File: src/rtl/trap_ctrl_pkg.sv
package trap_ctrl_pkg;
    localparam int ST_W     = 16;
    localparam int CA_W     = 16;
    localparam int NIRQ     = 8;
    localparam int CODE_W   = 5;

    // status field positions
    localparam int ST_TE    = 0;
    localparam int ST_FPEN  = 1;
    localparam int ST_CMPEN = 2;
    localparam int ST_RSV   = 3;
    localparam int ST_U64   = 4;
    localparam int ST_S64   = 5;
    localparam int ST_SUP   = 6;
    localparam int ST_PSUP  = 7;
    localparam int ST_MASK  = 8;

    // cause field positions
    localparam int CA_PEND  = 8;
    localparam logic [CA_W-1:0] CA_RSV_MASK = 16'h00E0;

    typedef enum logic [2:0] {
        SEL_STATUS  = 3'd0,
        SEL_CAUSE   = 3'd1,
        SEL_EVEC    = 3'd2,
        SEL_COMPARE = 3'd3,
        SEL_EPC     = 3'd4
    } ctl_sel_e;

    function automatic logic [ST_W-1:0] filter_status(
        input logic [ST_W-1:0] v,
        input bit has_rv64,
        input bit has_fpu,
        input bit has_cmp
    );
        logic [ST_W-1:0] r;
        r = v;
        r[ST_RSV] = 1'b0;
        if (!has_rv64) begin
            r[ST_U64] = 1'b0;
            r[ST_S64] = 1'b0;
        end
        if (!has_fpu) r[ST_FPEN]  = 1'b0;
        if (!has_cmp) r[ST_CMPEN] = 1'b0;
        return r;
    endfunction
endpackage

File: src/rtl/trap_arbiter.sv
module trap_arbiter
    import trap_ctrl_pkg::*;
#(
    parameter int NUM_TRAPS = 16,
    parameter int IRQ_CODE  = 31
) (
    input  logic              step_i,
    input  logic              te_i,
    input  logic [NIRQ-1:0]   pend_i,
    input  logic [NIRQ-1:0]   mask_i,
    input  logic              trap_valid_i,
    input  logic [CODE_W-1:0] trap_code_i,
    output logic              irq_take_o,
    output logic              entry_o,
    output logic              bad_o,
    output logic [CODE_W-1:0] code_o
);
    localparam logic [CODE_W:0]   LIMIT    = (CODE_W+1)'(NUM_TRAPS);
    localparam logic [CODE_W-1:0] IRQ_CODE_L = CODE_W'(IRQ_CODE);

    logic code_ok;
    logic sync_req;

    always_comb begin
        irq_take_o = step_i && te_i && (|(pend_i & mask_i));
        code_ok    = {1'b0, trap_code_i} < LIMIT;
        sync_req   = trap_valid_i && !irq_take_o;
        entry_o    = irq_take_o || (sync_req && te_i && code_ok);
        bad_o      = sync_req && !(te_i && code_ok);
        code_o     = irq_take_o ? IRQ_CODE_L : trap_code_i;
    end
endmodule

File: src/rtl/trap_timer.sv
module trap_timer #(
    parameter int CNT_W = 32
) (
    input  logic             step_i,
    input  logic [CNT_W-1:0] count_i,
    input  logic [CNT_W-1:0] compare_i,
    output logic [CNT_W-1:0] count_next_o,
    output logic             hit_o
);
    always_comb begin
        count_next_o = step_i ? count_i + CNT_W'(1) : count_i;
        hit_o        = step_i && (count_i == compare_i);
    end
endmodule

File: src/rtl/trap_ctrl.sv
module trap_ctrl
    import trap_ctrl_pkg::*;
#(
    parameter int ADDR_W      = 32,
    parameter int CNT_W       = 32,
    parameter int NUM_TRAPS   = 16,
    parameter int IRQ_CODE    = 31,
    parameter int TIMER_IRQ   = 7,
    parameter bit HAS_RV64    = 1'b1,
    parameter bit HAS_FPU     = 1'b0,
    parameter bit HAS_COMPACT = 1'b0
) (
    input  logic              clk,
    input  logic              rst_n,
    input  logic              step_i,
    input  logic [ADDR_W-1:0] pc_i,
    input  logic              trap_valid_i,
    input  logic [4:0]        trap_code_i,
    input  logic [ADDR_W-1:0] bad_addr_i,
    input  logic [7:0]        irq_set_i,
    input  logic              wr_en_i,
    input  logic [2:0]        wr_sel_i,
    input  logic [ADDR_W-1:0] wr_data_i,
    output logic [15:0]       status_o,
    output logic [15:0]       cause_o,
    output logic [ADDR_W-1:0] epc_o,
    output logic [ADDR_W-1:0] evec_o,
    output logic [ADDR_W-1:0] badaddr_o,
    output logic [CNT_W-1:0]  count_o,
    output logic [CNT_W-1:0]  compare_o,
    output logic              redirect_o,
    output logic [ADDR_W-1:0] redirect_pc_o,
    output logic [6:0]        xlen_o,
    output logic              err_o
);
    localparam logic [ST_W-1:0] ST_RST =
        filter_status(ST_W'((1 << ST_SUP) | (1 << ST_S64)), HAS_RV64, HAS_FPU, HAS_COMPACT);
    localparam int TMR_BIT = CA_PEND + TIMER_IRQ;

    typedef struct packed {
        logic [ST_W-1:0]   status;
        logic [CA_W-1:0]   cause;
        logic [ADDR_W-1:0] epc;
        logic [ADDR_W-1:0] evec;
        logic [ADDR_W-1:0] badaddr;
        logic [ADDR_W-1:0] rpc;
        logic [CNT_W-1:0]  count;
        logic [CNT_W-1:0]  compare;
        logic              redirect;
        logic              err;
    } state_t;

    state_t s_d, s_q;

    logic              irq_take, entry, bad_trap, tmr_hit;
    logic [CODE_W-1:0] entry_code;
    logic [CNT_W-1:0]  count_next;
    ctl_sel_e          sel;

    trap_arbiter #(
        .NUM_TRAPS (NUM_TRAPS),
        .IRQ_CODE  (IRQ_CODE)
    ) u_arb (
        .step_i       (step_i),
        .te_i         (s_q.status[ST_TE]),
        .pend_i       (s_q.cause[CA_PEND +: NIRQ]),
        .mask_i       (s_q.status[ST_MASK +: NIRQ]),
        .trap_valid_i (trap_valid_i),
        .trap_code_i  (trap_code_i),
        .irq_take_o   (irq_take),
        .entry_o      (entry),
        .bad_o        (bad_trap),
        .code_o       (entry_code)
    );

    trap_timer #(
        .CNT_W (CNT_W)
    ) u_tmr (
        .step_i       (step_i),
        .count_i      (s_q.count),
        .compare_i    (s_q.compare),
        .count_next_o (count_next),
        .hit_o        (tmr_hit)
    );

    always_comb begin
        sel = ctl_sel_e'(wr_sel_i);
        s_d = s_q;
        s_d.count = count_next;

        // software writes lose against a trap entry in the same cycle
        if (wr_en_i && !entry) begin
            case (sel)
                SEL_STATUS:  s_d.status  = filter_status(wr_data_i[ST_W-1:0],
                                                         HAS_RV64, HAS_FPU, HAS_COMPACT);
                SEL_CAUSE:   s_d.cause   = wr_data_i[CA_W-1:0] & ~CA_RSV_MASK;
                SEL_EVEC:    s_d.evec    = wr_data_i;
                SEL_COMPARE: s_d.compare = CNT_W'(wr_data_i);
                SEL_EPC:     s_d.epc     = wr_data_i;
                default: ;
            endcase
        end

        if (entry) begin
            s_d.status[ST_TE]   = 1'b0;
            s_d.status[ST_SUP]  = 1'b1;
            s_d.status[ST_PSUP] = s_q.status[ST_SUP];
            s_d.cause[CODE_W-1:0] = entry_code;
            s_d.epc     = pc_i;
            s_d.badaddr = bad_addr_i;
            s_d.rpc     = s_q.evec;
        end

        s_d.cause[CA_PEND +: NIRQ] = s_d.cause[CA_PEND +: NIRQ] | irq_set_i;
        if (tmr_hit) s_d.cause[TMR_BIT] = 1'b1;

        s_d.redirect = entry;
        s_d.err      = s_q.err | bad_trap;
    end

    always_ff @(posedge clk) begin
        if (!rst_n) begin
            s_q <= '{status: ST_RST, default: '0};
        end else begin
            s_q <= s_d;
        end
    end

    always_comb begin
        status_o      = s_q.status;
        cause_o       = s_q.cause;
        epc_o         = s_q.epc;
        evec_o        = s_q.evec;
        badaddr_o     = s_q.badaddr;
        count_o       = s_q.count;
        compare_o     = s_q.compare;
        redirect_o    = s_q.redirect;
        redirect_pc_o = s_q.rpc;
        err_o         = s_q.err;
        xlen_o = (s_q.status[ST_SUP] ? s_q.status[ST_S64] : s_q.status[ST_U64]) ? 7'd64 : 7'd32;
    end

    // reserved status bit never reads as one
    a_r2_reserved_zero: assert property (@(posedge clk) disable iff (!rst_n)
        s_q.status[ST_RSV] == 1'b0);

    // interrupts only with traps enabled and at a boundary
    a_r4_irq_needs_enable: assert property (@(posedge clk) disable iff (!rst_n)
        irq_take |-> (s_q.status[ST_TE] && step_i));

    // entry leaves traps disabled in supervisor mode with a redirect
    a_r5_entry_state: assert property (@(posedge clk) disable iff (!rst_n)
        entry |=> (!s_q.status[ST_TE] && s_q.status[ST_SUP] && s_q.redirect));

    // previous supervisor bit captures the old mode
    a_r5_prev_sup: assert property (@(posedge clk) disable iff (!rst_n)
        entry |=> (s_q.status[ST_PSUP] == $past(s_q.status[ST_SUP])));

    // saved PC and handler target
    a_r6_epc_capture: assert property (@(posedge clk) disable iff (!rst_n)
        entry |=> (s_q.epc == $past(pc_i) && s_q.rpc == $past(s_q.evec)));

    // one increment per retired instruction
    a_r7_count_step: assert property (@(posedge clk) disable iff (!rst_n)
        step_i |=> (s_q.count == $past(s_q.count) + CNT_W'(1)));

    // trap with traps disabled flags an error and does not enter
    a_r8_disabled_trap: assert property (@(posedge clk) disable iff (!rst_n)
        (trap_valid_i && !s_q.status[ST_TE]) |=> (s_q.err && !s_q.redirect));
endmodule

File: config.mk
export PLATFORM = sky130hd
export DESIGN_NAME = trap_ctrl
export DESIGN_NICKNAME = d
export VERILOG_FILES = /design/src/rtl/trap_ctrl_pkg.sv /design/src/rtl/trap_arbiter.sv /design/src/rtl/trap_timer.sv /design/src/rtl/trap_ctrl.sv
export SDC_FILE = /design/constraint.sdc
export NUM_CORES = 1
export LEC_CHECK = 0
export ABC_AREA = 1
export BUFFER_PORTS_ARGS = -buffer_cell sky130_fd_sc_hd__buf_2
export CORE_MARGIN = 2
export CORE_UTILIZATION = 45
export DETAILED_ROUTE_END_ITERATION = 10
export PLACE_DENSITY = 0.84
export SLEW_MARGIN = 20
export SYNTH_ARGS = -nofsm -noshare
export SYNTH_HDL_FRONTEND = slang
export SYNTH_HIERARCHICAL = 1
export SYNTH_SLANG_ARGS = --single-unit
File: constraint.sdc
create_clock -name clk -period 1.7 [get_ports clk]
set_clock_uncertainty 0.1 [all_clocks]
set_input_delay 0.085 -clock clk [delete_from_list [all_inputs] [get_ports clk]]
set_output_delay 0.085 -clock clk [all_outputs]
set_load 0.01 [all_outputs]
==> impl_metrics.py <==
metrics = {
    "status": {
        "status": "finished with violations",
        "violations": "setup timing",
    },
    "drt": {
        "first_iter_violations": 1296,
        "wl_per_cell_microns": 20.7,
        "vias_per_cell": 5.67,
        "drc": 0,
        "drtPass1Iterations": 9,
        "totalWireLength_microns": 45400,
        "vias": 12400,
        "antenna_left": 0,
    },
    "grt": {
        "grt_pass1_vias": 11100,
        "grt_pass1_wl_microns": 59500,
        "grt_use_total": 0.331,
        "antenna_found_initial": 3,
        "grt_overflow": 0,
        "grt_max_degree": 65,
    },
    "placement": {
        "gp_congestion": 0.918,
        "dp_hpwl_microns": 25300,
        "place.port_buffers": 338,
    },
    "critical_path": {
        "cp.arrival_ps": 2320,
        "cp.depth": 12,
        "crit_fanout": 11,
        "slowest_stage": "dfxtp_2",
        "reg2reg_depth": 12,
        "worst_path_largest_cell_delay_ps": 330,
        "cp_cell_sequence": "nand2_2, nand2_2, nor2_4, nand2_2, nand2_4, nand2_4, nor2_4, nand3_4, inv_4, clkbuf_16, nor2_1, nor2_1",
        "setup.worst_path.end_class": "register",
        "required_ps": 2050,
        "crit_type": "register to register",
        "path_common_cell": "nand2_2",
        "worst-path-buf-inv": 2,
        "worst_setup_path_start_kind": "register",
        "crit_family": "simple AND/OR/NAND/NOR gates",
    },
    "min_path": {
        "whs_path_depth": 5,
        "min_path_type": "input port to register",
    },
    "timing": {
        "period_share": 1.16,
        "setup_viol": 185,
        "max_clock_freq_mhz": 508,
        "rsz0062_at_grt": "yes",
        "final_hold_viol_count": 0,
        "layout_setup_ws_ps": -270,
        "finalMaxSlewViolations": 0,
        "fin_hold_ws_ps": 60.8,
        "min_period_ps": 1970,
    },
    "power": {
        "power_density_nw_per_um2": 784,
        "p_leak_uw": 0.00780,
        "p_total_uw": 12200,
        "ir_worst_vdd_mv": 0.608,
    },
    "die": {
        "die_h_microns": 152,
        "rows": 54,
        "ioPinCount": 350,
        "dieArea_sq_um": 23000,
        "initial_core_util": 0.454,
        "die_w_microns": 152,
        "core-area_sq_um": 21600,
    },
    "synth": {
        "synthCells": 1363,
        "avgSynthCellArea_sq_um": 7.20,
        "yosys_warnings": 6,
        "netlist_area_sq_um": 9810,
    },
    "final_layout": {
        "layout-drive-gt1-share": 0.358,
        "syn_to_final_growth_pct": 58.0,
        "finish.utilization": 0.717,
        "final_net_count": 2014,
        "fillers": 1439,
    },
    "cts": {
        "root_buffer": "clkbuf_16",
        "clockBufferDepth": 3,
        "tritoncts": "built",
        "clk_latency_ps": 530,
        "htreeDepth": 1,
        "clkSlewWorstSetupHoldPaths_ps": 70,
        "clock_sinks": 220,
        "numCtsBuffers": 24,
    },
    "run": {
        "max_cap_violations": 0,
    },
}
[what timing repair did]
item / 4_1_cts / 5_1_grt
hold buffers: 115 / 0
cloned: 3 / 17
endpoints found under the setup margin: 186 / 207
pin swaps: 11 / 49
endpoints found under the hold margin: 156 / 0
resized for setup: 60 / 159
buffers inserted: 0 / 8
[per-layer routing]
metal / part of all wire / global-route usage / vias to the layer above / routed length, microns
li1: - / - / 5399 / -
met1: 0.35 / 0.392 / 5743 / 16100
met2: 0.47 / 0.563 / 1016 / 21200
met3: 0.12 / 0.0749 / 269 / 5280
met4: 0.062 / 0.171 / 0 / 2820
met5: 0 / 0 / - / 0
[report_power, final]
part / switching [uW] / total [uW] / leakage (uW) / internal [uW]
logic: 931 / 1680 / 0.00565 / 745
clock network: 2240 / 5110 / 0.000360 / 2870
registers: 102 / 5370 / 0.00179 / 5270
total: 3280 / 12200 / 0.00780 / 8880
[stage by stage]
stage | cells | worst slack (ps) | area [sq um] | TNS (ps)
after floorplan | 1373 | -4.06 | 9970 | -120
after global placement | 2007 | -96.4 | 12500 | -5890
after detailed placement | 2007 | -139 | 12500 | -14750
after CTS | 2164 | -128 | 14500 | -12320
after global routing | 2191 | -315 | 15500 | -37850
final | 2192 | -270 | 15500 | -25800
[registers in the layout (all words and copies together) (netlist names), 13 cells and up]
name           count
redirect_pc_o     32
badaddr_o         32
cause_o           13
status_o          13
epc_o             32
evec_o            32
count_o           32
compare_o         32
[worst paths after layout]
| kind | from | to | slack (ps) |
|---|---|---|---|
| max reg2reg | cause_o[8] | evec_o[6] | -270 |
| min | wr_en_i | epc_o[2] | 60 |
| min reg2reg | redirect_pc_o[15] | redirect_pc_o[15] | 370 |
| max | cause_o[8] | evec_o[6] | -270 |
[area by class of cell]
class                   instances  area, sq um  area share
clock buffers                  32          661      0.0426
inverters                     161          622      0.0401
well taps                     280          350      0.0226
multi-input cells             905         5000       0.322
flip-flops and latches        220         4430       0.286
repair buffers                584         4350       0.281
clock inverters                 7         73.8     0.00476
diodes                          3         7.51    0.000484
[cell usage in the layout, fill, tap and decap left out, types with 3 or more instances in the layout]
| cell type | instances |
|---|---|
| a21oi_1 | 51 |
| a21oi_2 | 29 |
| a22o_1 | 62 |
| buf_12 | 18 |
| buf_2 | 339 |
| buf_4 | 82 |
| buf_6 | 15 |
| clkbuf_1 | 5 |
| clkbuf_16 | 35 |
| clkbuf_8 | 3 |
| clkinv_2 | 4 |
| conb_1 | 11 |
| dfxtp_1 | 196 |
| dfxtp_2 | 24 |
| diode_2 | 3 |
| dlygate4sd3_1 | 115 |
| inv_1 | 153 |
| inv_2 | 5 |
| nand2_1 | 290 |
| nand2_2 | 30 |
| nand2_4 | 12 |
| nand3_1 | 96 |
| nand3_2 | 8 |
| nand3_4 | 7 |
| nand3b_1 | 5 |
| nand4_1 | 16 |
| nor2_1 | 147 |
| nor2_2 | 13 |
| nor2_4 | 14 |
| nor3_1 | 4 |
| o21ai_0 | 34 |
| o21ai_1 | 11 |
| o21ai_2 | 25 |
| xnor2_1 | 7 |
| xor2_1 | 20 |
[worst min-delay path: stages]
cell	delay, ps
buf_2	240
nand3_4	160
nand2_2	60
nand2_4	60
a21oi_2	40
Note: power is estimated with default switching activity, not from simulation.
